$ cat src/rtl/usbpm_pkg.sv
// Shared types for the bus-power-state controller: the decoded line state,
// the controller states and the polarity-aware line decoder.
package usbpm_pkg;

    typedef enum logic [1:0] {
        LN_SE0 = 2'd0,
        LN_J   = 2'd1,
        LN_K   = 2'd2,
        LN_SE1 = 2'd3
    } line_e;

    typedef enum logic [2:0] {
        ST_AWAKE  = 3'd0,
        ST_BUSRST = 3'd1,
        ST_SLEEP  = 3'd2,
        ST_RESUME = 3'd3,
        ST_WAKEK  = 3'd4
    } pm_state_e;

    // Idle (J) level of {D+, D-} for the selected speed.
    function automatic logic [1:0] idle_code(input logic ls_mode);
        return ls_mode ? 2'b01 : 2'b10;
    endfunction

    // Decode {D+, D-} into a line state; J and K swap with the speed.
    function automatic line_e decode_lines(input logic [1:0] dpdm, input logic ls_mode);
        line_e res;
        case (dpdm)
            2'b00:   res = LN_SE0;
            2'b11:   res = LN_SE1;
            2'b10:   res = ls_mode ? LN_K : LN_J;
            default: res = ls_mode ? LN_J : LN_K;
        endcase
        return res;
    endfunction

endpackage

$ cat src/rtl/usbpm_line_sync.sv
// Synchroniser and decoder for the upstream data lines.
// Assumes bus_lines is asynchronous to clk. The two bits are synchronised
// raw and decoded only after the last stage. A skew between D+ and D-
// can therefore show up as at most one sample of SE0 or SE1, which the
// timers downstream absorb. The flops reset to the idle level of the
// selected speed.
module usbpm_line_sync
    import usbpm_pkg::*;
#(
    parameter int STAGES = 2
) (
    input  logic        clk,
    input  logic        rst_n,
    input  logic        low_speed,
    input  logic [1:0]  bus_lines,
    output line_e       line_o
);

    logic [STAGES-1:0][1:0] stg;

    // Shift the raw line pair through the synchroniser stages.
    always_ff @(posedge clk) begin
        if (!rst_n) begin
            stg <= {STAGES{idle_code(low_speed)}};
        end else begin
            stg <= {stg[STAGES-2:0], bus_lines};
        end
    end

    // Decode the last stage with the current speed polarity.
    always_comb begin
        line_o = decode_lines(stg[STAGES-1], low_speed);
    end

endmodule

$ cat src/rtl/usbpm_tick_cnt.sv
// Saturating microsecond counter.
// It counts tick pulses while clr is low and holds at LIMIT. clr has
// priority over the tick. The width is derived from LIMIT.
module usbpm_tick_cnt #(
    parameter  int LIMIT = 3000,
    localparam int W     = $clog2(LIMIT + 1)
) (
    input  logic         clk,
    input  logic         rst_n,
    input  logic         clr,
    input  logic         tick,
    output logic [W-1:0] cnt
);

    localparam logic [W-1:0] CAP = W'(LIMIT);

    // Clear, count or hold the tick count.
    always_ff @(posedge clk) begin
        if (!rst_n) begin
            cnt <= '0;
        end else if (clr) begin
            cnt <= '0;
        end else if (tick && (cnt < CAP)) begin
            cnt <= cnt + W'(1);
        end
    end

endmodule

$ cat src/rtl/usbpm_fsm.sv
// Power-state machine of the upstream port.
// Assumes the line state is already synchronised, and that the timer
// flags (suspend idle reached, wakeup hold reached, SE0 long enough for a
// reset, K drive complete) come from counters cleared by the top.
// Reset qualification outranks every state except the K drive, during
// which the port drives the line itself. Outputs are registered state
// or decoded from the state register.
module usbpm_fsm
    import usbpm_pkg::*;
(
    input  logic  clk,
    input  logic  rst_n,
    input  line_e ln,
    input  logic  susp_met,
    input  logic  hold_met,
    input  logic  se0_qual,
    input  logic  k_done,
    input  logic  rwake_en,
    input  logic  dev_cfg,
    input  logic  wake_req,
    output logic  suspended,
    output logic  bus_rst_pulse,
    output logic  dflt_state,
    output logic  drive_k,
    output logic  txoe
);

    pm_state_e st;
    logic      pend;
    logic      prev_se0;
    logic      wake_ok;

    assign wake_ok = rwake_en && dev_cfg;

    // State transitions, reset pulse, default-state flag and wakeup latch.
    always_ff @(posedge clk) begin
        if (!rst_n) begin
            st            <= ST_AWAKE;
            pend          <= 1'b0;
            prev_se0      <= 1'b0;
            bus_rst_pulse <= 1'b0;
            dflt_state    <= 1'b0;
        end else begin
            prev_se0      <= (ln == LN_SE0);
            bus_rst_pulse <= 1'b0;
            if (se0_qual && (st != ST_BUSRST) && (st != ST_WAKEK)) begin
                st            <= ST_BUSRST;
                bus_rst_pulse <= 1'b1;
                dflt_state    <= 1'b0;
            end else begin
                case (st)
                    ST_AWAKE: begin
                        if (susp_met) st <= ST_SLEEP;
                    end
                    ST_BUSRST: begin
                        if (ln != LN_SE0) begin
                            st         <= ST_AWAKE;
                            dflt_state <= 1'b1;
                        end
                    end
                    ST_SLEEP: begin
                        if ((ln == LN_K) || (ln == LN_SE1)) begin
                            st <= ST_RESUME;
                        end else if (prev_se0 && (ln == LN_J)) begin
                            st <= ST_AWAKE;
                        end else if (pend && hold_met && wake_ok) begin
                            st <= ST_WAKEK;
                        end
                    end
                    ST_RESUME: begin
                        if (prev_se0 && (ln == LN_J)) begin
                            st <= ST_AWAKE;
                        end else if (susp_met) begin
                            st <= ST_SLEEP;
                        end
                    end
                    ST_WAKEK: begin
                        if (k_done) st <= ST_RESUME;
                    end
                    default: st <= ST_AWAKE;
                endcase
            end
            if (dev_cfg) dflt_state <= 1'b0;
            if (st != ST_SLEEP) begin
                pend <= 1'b0;
            end else if (wake_req && wake_ok) begin
                pend <= 1'b1;
            end
        end
    end

    // Decode the externally visible state flags.
    always_comb begin
        suspended = (st == ST_SLEEP) || (st == ST_RESUME) || (st == ST_WAKEK);
        drive_k   = (st == ST_WAKEK);
        txoe      = drive_k;
    end

    // the reset indication lasts exactly one cycle
    p_pulse_single_r4: assert property (@(posedge clk) disable iff (!rst_n)
        bus_rst_pulse |=> !bus_rst_pulse);

    // a qualified reset always leaves the port awake
    p_pulse_wakes_r4: assert property (@(posedge clk) disable iff (!rst_n)
        bus_rst_pulse |-> !suspended);

    // suspend is entered only once the idle timer has reached its limit
    p_sleep_needs_idle_r2: assert property (@(posedge clk) disable iff (!rst_n)
        $rose(suspended) |-> $past(susp_met));

    // the K drive never starts inside the idle hold window
    p_hold_before_k_r8: assert property (@(posedge clk) disable iff (!rst_n)
        $rose(drive_k) |-> $past(hold_met));

    // the K drive needs both permission and configuration
    p_k_needs_enable_r7: assert property (@(posedge clk) disable iff (!rst_n)
        $rose(drive_k) |-> $past(rwake_en && dev_cfg));

    // the K drive ends only when its timer has run out
    p_k_full_len_r9: assert property (@(posedge clk) disable iff (!rst_n)
        $fell(drive_k) |-> $past(k_done));

    // after the drive the port is still suspended, awaiting resume end
    p_k_stays_asleep_r9: assert property (@(posedge clk) disable iff (!rst_n)
        $fell(drive_k) |-> suspended);

endmodule

$ cat src/rtl/usbpm_ctrl.sv
// Top of the bus-power-state controller of a USB device upstream port.
// Assumes us_tick is a one-cycle pulse once per microsecond in the clk
// domain, and that wake_req is a one-cycle pulse in the same domain.
// It builds the synchroniser, three saturating tick counters (continuous
// idle, continuous SE0, K drive length) and the state machine.
module usbpm_ctrl
    import usbpm_pkg::*;
#(
    parameter int SUSP_TICKS  = 3000,
    parameter int HOLD_TICKS  = 5000,
    parameter int RST_TICKS   = 3,
    parameter int KDRV_TICKS  = 2000,
    parameter int SYNC_STAGES = 2
) (
    input  logic       clk,
    input  logic       rst_n,
    input  logic       us_tick,
    input  logic [1:0] bus_lines,
    input  logic       low_speed,
    input  logic       rwake_en,
    input  logic       dev_cfg,
    input  logic       wake_req,
    output logic       suspended,
    output logic       bus_rst_pulse,
    output logic       dflt_state,
    output logic       drive_k,
    output logic       txoe
);

    localparam int IDLE_LIM = (SUSP_TICKS > HOLD_TICKS) ? SUSP_TICKS : HOLD_TICKS;
    localparam int IDLE_W   = $clog2(IDLE_LIM + 1);
    localparam int SE0_W    = $clog2(RST_TICKS + 1);
    localparam int KD_W     = $clog2(KDRV_TICKS + 1);

    line_e             ln;
    logic [IDLE_W-1:0] idle_cnt;
    logic [SE0_W-1:0]  se0_cnt;
    logic [KD_W-1:0]   kd_cnt;
    logic              susp_met;
    logic              hold_met;
    logic              se0_qual;
    logic              k_done;

    usbpm_line_sync #(.STAGES(SYNC_STAGES)) u_sync (
        .clk       (clk),
        .rst_n     (rst_n),
        .low_speed (low_speed),
        .bus_lines (bus_lines),
        .line_o    (ln)
    );

    // The idle timer restarts on any non-J sample and while K is driven.
    usbpm_tick_cnt #(.LIMIT(IDLE_LIM)) u_idle (
        .clk   (clk),
        .rst_n (rst_n),
        .clr   ((ln != LN_J) || drive_k),
        .tick  (us_tick),
        .cnt   (idle_cnt)
    );

    usbpm_tick_cnt #(.LIMIT(RST_TICKS)) u_se0 (
        .clk   (clk),
        .rst_n (rst_n),
        .clr   (ln != LN_SE0),
        .tick  (us_tick),
        .cnt   (se0_cnt)
    );

    usbpm_tick_cnt #(.LIMIT(KDRV_TICKS)) u_kdrv (
        .clk   (clk),
        .rst_n (rst_n),
        .clr   (!drive_k),
        .tick  (us_tick),
        .cnt   (kd_cnt)
    );

    // Compare the counters against their thresholds.
    always_comb begin
        susp_met = (idle_cnt >= IDLE_W'(SUSP_TICKS));
        hold_met = (idle_cnt >= IDLE_W'(HOLD_TICKS));
        se0_qual = (se0_cnt  >= SE0_W'(RST_TICKS));
        k_done   = (kd_cnt   >= KD_W'(KDRV_TICKS));
    end

    usbpm_fsm u_fsm (
        .clk           (clk),
        .rst_n         (rst_n),
        .ln            (ln),
        .susp_met      (susp_met),
        .hold_met      (hold_met),
        .se0_qual      (se0_qual),
        .k_done        (k_done),
        .rwake_en      (rwake_en),
        .dev_cfg       (dev_cfg),
        .wake_req      (wake_req),
        .suspended     (suspended),
        .bus_rst_pulse (bus_rst_pulse),
        .dflt_state    (dflt_state),
        .drive_k       (drive_k),
        .txoe          (txoe)
    );

endmodule

$ cat config.mk
export PLATFORM = sky130hd
export DESIGN_NAME = usbpm_ctrl
export DESIGN_NICKNAME = d
export VERILOG_FILES = /design/src/rtl/usbpm_pkg.sv /design/src/rtl/usbpm_line_sync.sv /design/src/rtl/usbpm_tick_cnt.sv /design/src/rtl/usbpm_fsm.sv /design/src/rtl/usbpm_ctrl.sv
export SDC_FILE = /design/constraint.sdc
export NUM_CORES = 1
export LEC_CHECK = 0
export ABC_AREA = 1
export CORE_UTILIZATION = 40
export DETAILED_ROUTE_END_ITERATION = 10
export GPL_TIMING_DRIVEN = 0
export HOLD_SLACK_MARGIN = 0.02
export PLACE_DENSITY = 0.7
export SYNTH_ARGS = -nofsm -noshare
export SYNTH_HDL_FRONTEND = slang
export SYNTH_SLANG_ARGS = --single-unit
$ cat constraint.sdc
create_clock -name clk -period 2.1 [get_ports clk]
set_input_delay 0.42 -clock clk [delete_from_list [all_inputs] [get_ports clk]]
set_output_delay 0.42 -clock clk [all_outputs]
set_load 0.01 [all_outputs]
==> flow_summary.json, run 1 <==
{
  "power_frac_seq_pct": 55.8,
  "cp_max_fo": 5,
  "drc_errors": 0,
  "status": "completed",
  "timing.final.crit_period_ps": 2000,
  "wl_per_cell_um": 9.77,
  "pin_count": 14,
  "slowest_stage": "clkdlybuf4s50_1",
  "p_leak_nw": 0.907,
  "maxCapViolations": 0,
  "p_sw_share_pct": 22.0,
  "hpwlAfterDp_mm": 2.90,
  "clk_pin_slew_ps": 70,
  "coreArea_mm2": 0.00479,
  "dr.pass1.iters": 4,
  "layout.area.seq_um2": 741,
  "postSynthCellCount": 297,
  "layout_commonest_cell": "nand2_1",
  "grt_pass1_vias": 1596,
  "ctsHoldBuffers": 0,
  "synth_nets": 311,
  "crit_chain": "nor2_2, nand2_2, inv_2, buf_4, clkdlybuf4s50_1",
  "via_per_inst": 4.64,
  "combPwrFrac_pct": 5.9,
  "die-width_um": 72.9,
  "cts_tree": "done",
  "rsz0062_at_grt": "no",
  "diodes": 0,
  "critical_path_class": "flip-flop to primary output",
  "htree_num_levels": 2,
  "insertion_delay_ps": 280,
  "grt_start_max_net_pins": 11,
  "antenna_found_initial": 0,
  "dpl-instance-area_mm2": 0.00222,
  "p_int_w": 0.00100,
  "synthDistinctLibCells": 31,
  "ys_seq_area_share_pct": 36.8,
  "fin_setup_tns_ps": 0,
  "rows": 25,
  "slowest_delay_ps": 520,
  "cts_root_buf": "clkbuf_8",
  "irDropWorstVdd_uv": 450,
  "clkPwrFrac_pct": 38.2,
  "port_buffers": 12,
  "track_usage_pct": 15.8,
  "wl_mm": 3.74,
  "layout_common_cells": "nand2_1 (73), inv_1 (42), dfxtp_1 (37)",
  "critPathTopFamily": "buffers and inverters",
  "tightest_slew_ps": 448,
  "drtIter0Drc": 75,
  "nets": 330,
  "netSwitchingPower_w": 0.000282,
  "area_growth_pct": 14.7,
  "cts_made_buffers": 5,
  "pre_cts_slack_ps": 150,
  "clockBufferDepth": 2,
  "slew_headroom_pct": 69.9,
  "yosysTopAreaCellShare_pct": 36.8,
  "layout-drive-gt1-share_pct": 9.81,
  "postSynthAreaPerCell_um2": 6.77,
  "vias": 1778,
  "gp_congestion": 0.882,
  "final_cell_area_mm2": 0.00231,
  "hold_class": "flip-flop to flip-flop",
  "max_freq_mhz": 500,
  "critPathLaunchType": "flip-flop",
  "cts.sinks": 37,
  "grt-ovfl-total": 0,
  "syn_area_mm2": 0.00201,
  "grt_first_pass_wirelength_mm": 6.64,
  "synth_area_leaders": "dfxtp_1 (37%), nand2_1 (14%), inv_1 (8.0%)",
  "powerDensity_mw_per_mm2": 557,
  "yosys_register_bits": 37,
  "cp.required_ps": 1680,
  "hold_viol": 0,
  "slew_viol_final": 0,
  "fin_ws_ps": 98.9,
  "setup_violations": 0,
  "initial_core_util_pct": 42.0,
  "cp.arrival_ps": 1580,
  "die_area_mm2": 0.00532,
  "multiInputGateArea_mm2": 0.00107,
  "fillers": 482,
  "crit_buf_inv": 3,
  "skew_ps": 7.66,
  "die_h_um": 72.9,
  "synth_top_area_cell": "dfxtp_1",
  "cp-end-kind": "primary output",
  "ant_nets": 0,
  "yosys_warnings": 0,
  "final.period_utilization_pct": 95.3
}
-- synthesized netlist by cell type --
library cell and n:
nor3_2 1, nand3_1 21, dfxtp_1 37, a21oi_1 25, nand4_2 1, nor3_1 11, or2_2 1, nand2_1 74
o21ai_2 1, buf_4 2, nand2_2 1, inv_2 4, nand3_2 4, nor3b_1 1, nand4_4 1, xnor2_1 1
nor2_4 1, nand2_4 1, o21ai_0 8, o21bai_1 1, a21oi_2 2, inv_1 43, or2_1 1, a211oi_1 1
o21a_1 1, buf_2 1, o21ai_1 3, buf_6 1, ha_1 5, nor2_1 35, xor2_1 7
-- registers in the layout (all words and copies together), names as in the netlist --
signal	cells
u_fsm.dflt_state	1
u_idle.cnt	13
u_fsm.pend	1
u_fsm.st	3
u_se0.cnt	2
u_fsm.prev_se0	1
u_fsm.bus_rst_pulse	1
u_sync.stg	4
u_kdrv.cnt	11
-- repair_timing --
item	4_1_cts	5_1_grt
setup buffers	0	0
gates resized for setup	1	2
endpoints found under the setup margin	1	3
-- power groups by stage --
stage,Sequential [W],Combinational (W),Clock [W]
finish,0.000717,0.0000764,0.000492
global route,0.000718,0.0000860,0.000541
CTS,0.000717,0.0000769,0.000507
detailed placement,0.000733,0.0000766,0
global placement,0.000733,0.0000758,0
floorplan,0.000732,0.0000489,0
-- cells by family (layout without fill, tap and decap cells) --
logic type | Yosys count | in the layout | synth area share [%]
buffers and inverters | 51 | 70 | 10.3
and+or+nand+nor | 154 | 154 | 34.9
AOI/OAI and AO/OA | 42 | 42 | 11.4
xor gates and xnor gates | 8 | 8 | 3.48
DFF | 37 | 37 | 36.8
adders and majority gates | 5 | 5 | 3.11
-- final cells by class --
cell class	count	area share, %
plain buffers	4	1.36
flip-flops and latches	37	32.1
multi-input cells	209	46.3
clock buffers	7	3.74
inverters	47	7.65
repair buffers	12	5.21
well taps	67	3.63
-- worst register-to-register path, stage by stage (launching register included) --
cell,delay (ps)
dfxtp_1,380
inv_1,100
nor3_1,420
nand3_1,150
xor2_1,160
nand2_1,60
a21oi_1,110
-- layer usage --
layer | global-route usage (%) | vias up | wire length (um)
met3 | 3.73 | 4 | 117
met2 | 26.3 | 21 | 1660
met1 | 20.5 | 784 | 1930
met5 | 0 | - | 0
met4 | 3.92 | 0 | 32
li1 | - | 969 | -
-- path summary, 6_finish.rpt --
check	to	cells after the start	from	slack [ps]
setup / recovery	txoe	5	u_fsm.st[0]	100
hold / removal	u_sync.stg[2]	2	u_sync.stg[0]	420
setup reg to reg	u_idle.cnt[11]	6	u_idle.cnt[0]	660
hold reg to reg	u_sync.stg[2]	2	u_sync.stg[0]	420
-- stage by stage --
step | cells | util [%] | total power, W | hold slack, ps
CTS | 383 | 48.2 | 0.00130 | 428
finish | 383 | 48.2 | 0.00129 | 425
detailed placement | 376 | 46.3 | 0.000810 | 412
global route | 383 | 48.2 | 0.00135 | 451
floorplan | 297 | - | 0.000781 | 399
global placement | 376 | 46.3 | 0.000809 | 402
Power figures use the tool's default switching activity.
==> inputs of run 2 (changes only) <==
--- a/config.mk
+++ b/config.mk
@@ -5,7 +5,8 @@
 export SDC_FILE = /design/constraint.sdc
 export NUM_CORES = 1
 export LEC_CHECK = 0
-export ABC_AREA = 1
+export ABC_AREA = 0
+export CORE_MARGIN = 4
 export CORE_UTILIZATION = 40
 export DETAILED_ROUTE_END_ITERATION = 10
 export GPL_TIMING_DRIVEN = 0
==> run 2 against run 1 <==
  * First-iteration DRC count up 75%
  * Clock skew is 0.86 ps higher
  * Sequential power about the same
  * Sequential share of layout area rose by 4.3 points
  * Global-route usage down 2.3 points
  * Hold slack better by 2.8 ps
  * Non-clock buffer count up 2
  * Total power is 4.2% lower
  * Critical path type unchanged
  * Largest cell class unchanged
  * Largest power group unchanged
==> flow_summary.json, run 2 <==
{
  "status": "completed",
  "via_per_inst": 5.22,
  "hold_class": "flip-flop to flip-flop",
  "slew_viol_final": 0,
  "cp_max_fo": 8,
  "yosys-top-cells-count": "dfxtp_1 (37), nor2_1 (32), nand2_1 (25)",
  "layout_common_cells": "dfxtp_1 (35), nor2_1 (32), nand2_1 (25)",
  "pre_cts_slack_ps": -76.5,
  "p_sw_share_pct": 22.4,
  "p_leak_nw": 0.720,
  "yosys_warnings": 0,
  "critPathLaunchType": "flip-flop",
  "critPathTopFamily": "buffers and inverters",
  "die_area_mm2": 0.00561,
  "synth_top_area_cell": "dfxtp_1",
  "dp_cells": 279,
  "dpl-instance-area_mm2": 0.00198,
  "postSynthCellCount": 215,
  "insertion_delay_ps": 290,
  "maxCapViolations": 0,
  "synth_area_leaders": "dfxtp_1 (41%), nor2_1 (6.7%), xor2_1 (5.9%)",
  "grt_start_max_net_pins": 13,
  "fillers": 426,
  "dr.pass1.iters": 4,
  "critical_path_class": "flip-flop to primary output",
  "layout-drive-gt1-share_pct": 6.93,
  "cts_made_buffers": 5,
  "cp.arrival_ps": 1570,
  "rows": 24,
  "cp-end-kind": "primary output",
  "netSwitchingPower_w": 0.000276,
  "clkPwrFrac_pct": 36.8,
  "htree_num_levels": 2,
  "grt_pass1_vias": 1335,
  "fin_setup_tns_ps": 0,
  "cts_root_buf": "clkbuf_8",
  "rsz0062_at_grt": "no",
  "largest-register": "u_idle.cnt",
  "top_regs": "u_idle.cnt: 13 flops, u_kdrv.cnt: 11 flops, u_sync.stg: 4 flops",
  "hpwlAfterDp_mm": 2.50,
  "clk_pin_slew_ps": 70,
  "hold_viol": 0,
  "synthDistinctLibCells": 40,
  "yosysTopAreaCellShare_pct": 41.3,
  "cts_tree": "done",
  "slowest_stage": "clkdlybuf4s50_1",
  "pin_count": 14,
  "postSynthAreaPerCell_um2": 8.33,
  "antenna_found_initial": 0,
  "powerDensity_mw_per_mm2": 599,
  "timing.final.crit_period_ps": 1990,
  "tightest_slew_ps": 533,
  "track_usage_pct": 13.5,
  "largest_register_ffs": 13,
  "vias": 1478,
  "synthArstFlopShare_pct": 0,
  "postCtsSetupBuffers": 0,
  "ys.flop_type": "dfxtp_1",
  "drc_errors": 0,
  "final_cell_area_mm2": 0.00205,
  "hold_ws_ps": 428,
  "combPwrFrac_pct": 5.0,
  "irDropWorstVdd_uv": 345,
  "layout_commonest_cell": "dfxtp_1",
  "yosys.cell_count.top_type": "dfxtp_1",
  "max_freq_mhz": 503,
  "grt_first_pass_wirelength_mm": 5.78,
  "yosys_register_bits": 37,
  "slew_headroom_pct": 64.1,
  "wl_mm": 3.48,
  "initial_core_util_pct": 41.1,
  "ys_seq_area_share_pct": 41.3,
  "final.period_utilization_pct": 94.6,
  "clockBufferDepth": 2,
  "cp.required_ps": 1680,
  "coreArea_mm2": 0.00435,
  "cts.sinks": 37,
  "slowest_delay_ps": 550,
  "fin_ws_ps": 114,
  "area_growth_pct": 14.6,
  "nets": 246,
  "crit_buf_inv": 3,
  "wl_per_cell_um": 12.3,
  "die-width_um": 74.9,
  "p_int_w": 0.000955,
  "die_h_um": 74.9,
  "synth_nets": 229,
  "power_frac_seq_pct": 58.1,
  "setup_violations": 0,
  "syn_area_mm2": 0.00179,
  "synth_edf_count": 0,
  "skew_ps": 8.52,
  "ant_nets": 0,
  "grt-ovfl-total": 0,
  "crit_chain": "inv_1, nand3b_1, inv_2, clkdlybuf4s50_1",
  "drtIter0Drc": 131,
  "port_buffers": 12,
  "diodes": 0,
  "fin_cells": 283,
  "gp_congestion": 0.808
}
run 2: changes by cell type in the layout (fill, tap and decap cells not counted), sizes merged, moves of 4 or more:
cell,change
inv,-38
xnor2,+6
a21oi,-17
and3,+4
xor2,+5
nor2,-4
nand2,-51
nor3,-9
nand3,-16
run 2: through the flow:
step                utilization (%)  total power (W)
detailed placement             45.4         0.000796
global placement               45.4         0.000795
finish                         47.2          0.00123
CTS                            47.0          0.00125
global route                   47.2          0.00128
floorplan                         -         0.000769
run 2: cells by family after synthesis:
family | after synthesis | synth area share, %
AND/OR/NAND/NOR | 95 | 25.8
adder cells (fa/ha/maj) | 5 | 3.49
XOR/XNOR | 19 | 9.29
AO/OA/AOI/OAI | 41 | 15.8
multiplexers | 1 | 0.559
flip-flops | 37 | 41.3
buffers and inverters | 17 | 3.77
run 2: repair_timing:
item / 4_1_cts / 5_1_grt
gates resized for setup: 3 / 3
setup endpoints to repair: 3 / 1
hold buffers: 0 / 0
pin swaps: 0 / 0
run 2: power by group through the flow:
stage                      logic, W  registers (W)  clock network, W
after floorplan           0.0000370       0.000732                 0
after global placement    0.0000612       0.000734                 0
after detailed placement  0.0000620       0.000734                 0
after CTS                 0.0000624       0.000718          0.000471
after global routing      0.0000690       0.000717          0.000492
final                     0.0000621       0.000716          0.000453
run 2: tightest hold or removal path, stage by stage (launching register included):
cell and delay (ps):
dfxtp_1 310, nand2_1 40, nand2_1 50
run 2: final timing paths:
kind                       from            end  slack (ps)  cells past startpoint
setup / recovery    u_fsm.st[0]        drive_k         110                      4
hold / removal    u_sync.stg[0]  u_sync.stg[2]         430                      2
setup reg to reg  u_idle.cnt[3]  u_idle.cnt[8]         200                      5
hold reg to reg   u_sync.stg[0]  u_sync.stg[2]         430                      2
run 2: metal layers:
| metal | track usage, % | share of wire (%) |
|---|---|---|
| met5 | 0 | 0 |
| met4 | 5.34 | 1.6 |
| met3 | 4.01 | 3.9 |
| met2 | 20.9 | 45 |
| met1 | 17.5 | 49 |
run 2: area by class of cell:
class	instances	area (um^2)	share of cell area (%)
buffer	6	26.3	1.28
sequential	37	748	36.4
clock buffer	5	68.8	3.35
multi-input combinational	161	983	47.9
inverter	9	33.8	1.65
tap	52	65.1	3.17
timing repair buffer	12	123	5.97
clock inverter	1	5.00	0.244
==> inputs of run 3 (changes only) <==
--- a/config.mk
+++ b/config.mk
@@ -12,6 +12,7 @@
 export GPL_TIMING_DRIVEN = 0
 export HOLD_SLACK_MARGIN = 0.02
 export PLACE_DENSITY = 0.7
+export REMOVE_ABC_BUFFERS = 1
 export SYNTH_ARGS = -nofsm -noshare
 export SYNTH_HDL_FRONTEND = slang
 export SYNTH_SLANG_ARGS = --single-unit
==> run 3 against run 2 <==
  * Register-to-register slack gained 30 ps
  * Cell area fell by 0.12%
  * First-iteration DRC count shrank 16%
  * Critical path type unchanged
  * Hold slack better by 12 ps
  * Routed wire length down 5.0%
  * Clock power up 9.3%
  * Critical path depth down 1
  * Sequential cell count unchanged
  * Global-route usage shrank 0.64 points
==> flow_summary.json, run 3 (same netlist as run 2, synthesis figures left out) <==
{
  "status": "completed",
  "dpl-instance-area_mm2": 0.00195,
  "slew_viol_final": 0,
  "crit_chain": "nand3b_1, inv_2, clkdlybuf4s50_1",
  "htree_num_levels": 2,
  "cts.sinks": 37,
  "powerDensity_mw_per_mm2": 622,
  "die_h_um": 74.9,
  "grt_start_max_net_pins": 15,
  "cp_max_fo": 14,
  "clk_pin_slew_ps": 80,
  "cts_root_buf": "clkbuf_8",
  "antenna_found_initial": 0,
  "cts_tree": "done",
  "die_area_mm2": 0.00561,
  "die-width_um": 74.9,
  "fillers": 424,
  "timing.final.crit_period_ps": 2000,
  "area_growth_pct": 14.5,
  "r2r_slack_ps": 230,
  "grt_first_pass_wirelength_mm": 5.66,
  "cp.arrival_ps": 1580,
  "maxCapViolations": 0,
  "slowest_stage": "clkdlybuf4s50_1",
  "setup_violations": 0,
  "drtIter0Drc": 110,
  "rr_startpoint": "u_idle.cnt[3]",
  "critPathTopFamily": "buffers and inverters",
  "insertion_delay_ps": 290,
  "grt-ovfl-total": 0,
  "via_per_inst": 5.15,
  "largest_register_ffs": 13,
  "final_cell_area_mm2": 0.00205,
  "track_usage_pct": 12.8,
  "hold_class": "flip-flop to flip-flop",
  "crit_buf_inv": 2,
  "p_leak_nw": 0.702,
  "hold_end": "u_sync.stg[2]",
  "pin_count": 14,
  "hpwlAfterDp_mm": 2.37,
  "initial_core_util_pct": 41.1,
  "diodes": 0,
  "vias": 1441,
  "top_regs": "u_idle.cnt: 13 flops, u_kdrv.cnt: 11 flops, u_sync.stg: 4 flops",
  "cts_made_buffers": 5,
  "tightest_slew_ps": 572,
  "worstHoldStart": "u_sync.stg[0]",
  "grt_pass1_vias": 1277,
  "critPathLaunchType": "flip-flop",
  "gp_congestion": 0.808,
  "final.period_utilization_pct": 95.2,
  "max_freq_mhz": 500,
  "layout_commonest_cell": "dfxtp_1",
  "clockBufferDepth": 2,
  "r2r-end": "u_idle.cnt[8]",
  "fin_ws_ps": 101,
  "cp-end-kind": "primary output",
  "multiInputGateArea_um2": 983,
  "cp.required_ps": 1680,
  "rsz0062_at_grt": "no",
  "coreArea_mm2": 0.00435,
  "pre_cts_slack_ps": -195,
  "largest-register": "u_idle.cnt",
  "slew_headroom_pct": 61.5,
  "layout_common_cells": "dfxtp_1 (34), nor2_1 (32), nand2_1 (25)",
  "r2r_cells": 5,
  "wl_mm": 3.30,
  "layout-drive-gt1-share_pct": 7.46,
  "hold_viol": 0,
  "irDropWorstVdd_uv": 293,
  "fin_setup_tns_ps": 0,
  "skew_ps": 12.1,
  "layout.area.seq_um2": 744,
  "hold_ws_ps": 439,
  "critical_path_class": "flip-flop to primary output",
  "min_path_cells": 2,
  "slowest_delay_ps": 540,
  "port_buffers": 13,
  "dr.pass1.iters": 4,
  "nets": 242,
  "rows": 24,
  "drc_errors": 0,
  "ant_nets": 0,
  "wl_per_cell_um": 11.8
}
## run 3: cell types whose count changed in the layout (fill, tap and decap cells not counted)
cell / change
clkbuf_8: +1
dfxtp_1: -1
dfxtp_4: -2
dlymetal6s2s_1: -1
clkdlybuf4s50_1: +2
dfxtp_2: +3
clkbuf_1: -4
clkinv_2: -1
## run 3: what timing repair did
item                                    CTS  global route
endpoints found under the setup margin    2             5
resized for setup                         2             2
pin swaps                                 0             1
buffers inserted                          0             1
hold buffers                              0             0
## run 3: worst reg2reg max path, cell delays in order, from the launching register on
cell	delay [ps]
dfxtp_1	360
or4_4	590
a2111oi_4	440
and3_1	230
xnor2_1	110
nor2_1	50
## run 3: report_power, final
| part | leakage [nW] | switching, W | internal, W | total (W) |
|---|---|---|---|---|
| Combinational | 0.357 | 0.0000331 | 0.0000294 | 0.0000625 |
| Sequential | 0.301 | 0.00000649 | 0.000711 | 0.000718 |
| Clock | 0.0443 | 0.000235 | 0.000260 | 0.000495 |
| Total | 0.702 | 0.000275 | 0.00100 | 0.00128 |
## run 3: through the flow
step	power, W	utilization (%)	instances
floorplan	0.000765	-	207
global placement	0.000795	44.9	272
detailed placement	0.000795	44.9	272
CTS	0.00129	46.9	279
global route	0.00133	47.1	280
finish	0.00128	47.1	280
## run 3: worst max-delay path by stage
stage                  startpoint            end  slack (ps)  cells past startpoint
detailed placement      low_speed  u_idle.cnt[4]        -190                      4
finish                u_fsm.st[1]        drive_k         100                      3
CTS                   u_fsm.st[0]        drive_k          30                      4
global route          u_fsm.st[1]        drive_k          30                      3
global placement        low_speed  u_idle.cnt[0]        -160                      4
floorplan           u_idle.cnt[3]  u_idle.cnt[8]         320                      5
## run 3: per-layer routing
layer  vias to the layer above  wire length (um)  share of wire [%]  track usage [%]
met2                        12              1460                 44             19.9
met4                         0                45                1.4             4.35
li1                        773                 -                  -                -
met3                         5               120                3.6             3.74
met1                       651              1670                 51             17.0
met5                         -                 0                  0                0
## run 3: final cells by class
class / count / share of cell area [%]
inverters: 9 / 1.65
multi-input cells: 161 / 48.0
well taps: 52 / 3.17
clock buffers: 7 / 4.21
flip-flops and latches: 37 / 36.3
repair buffers: 14 / 6.71
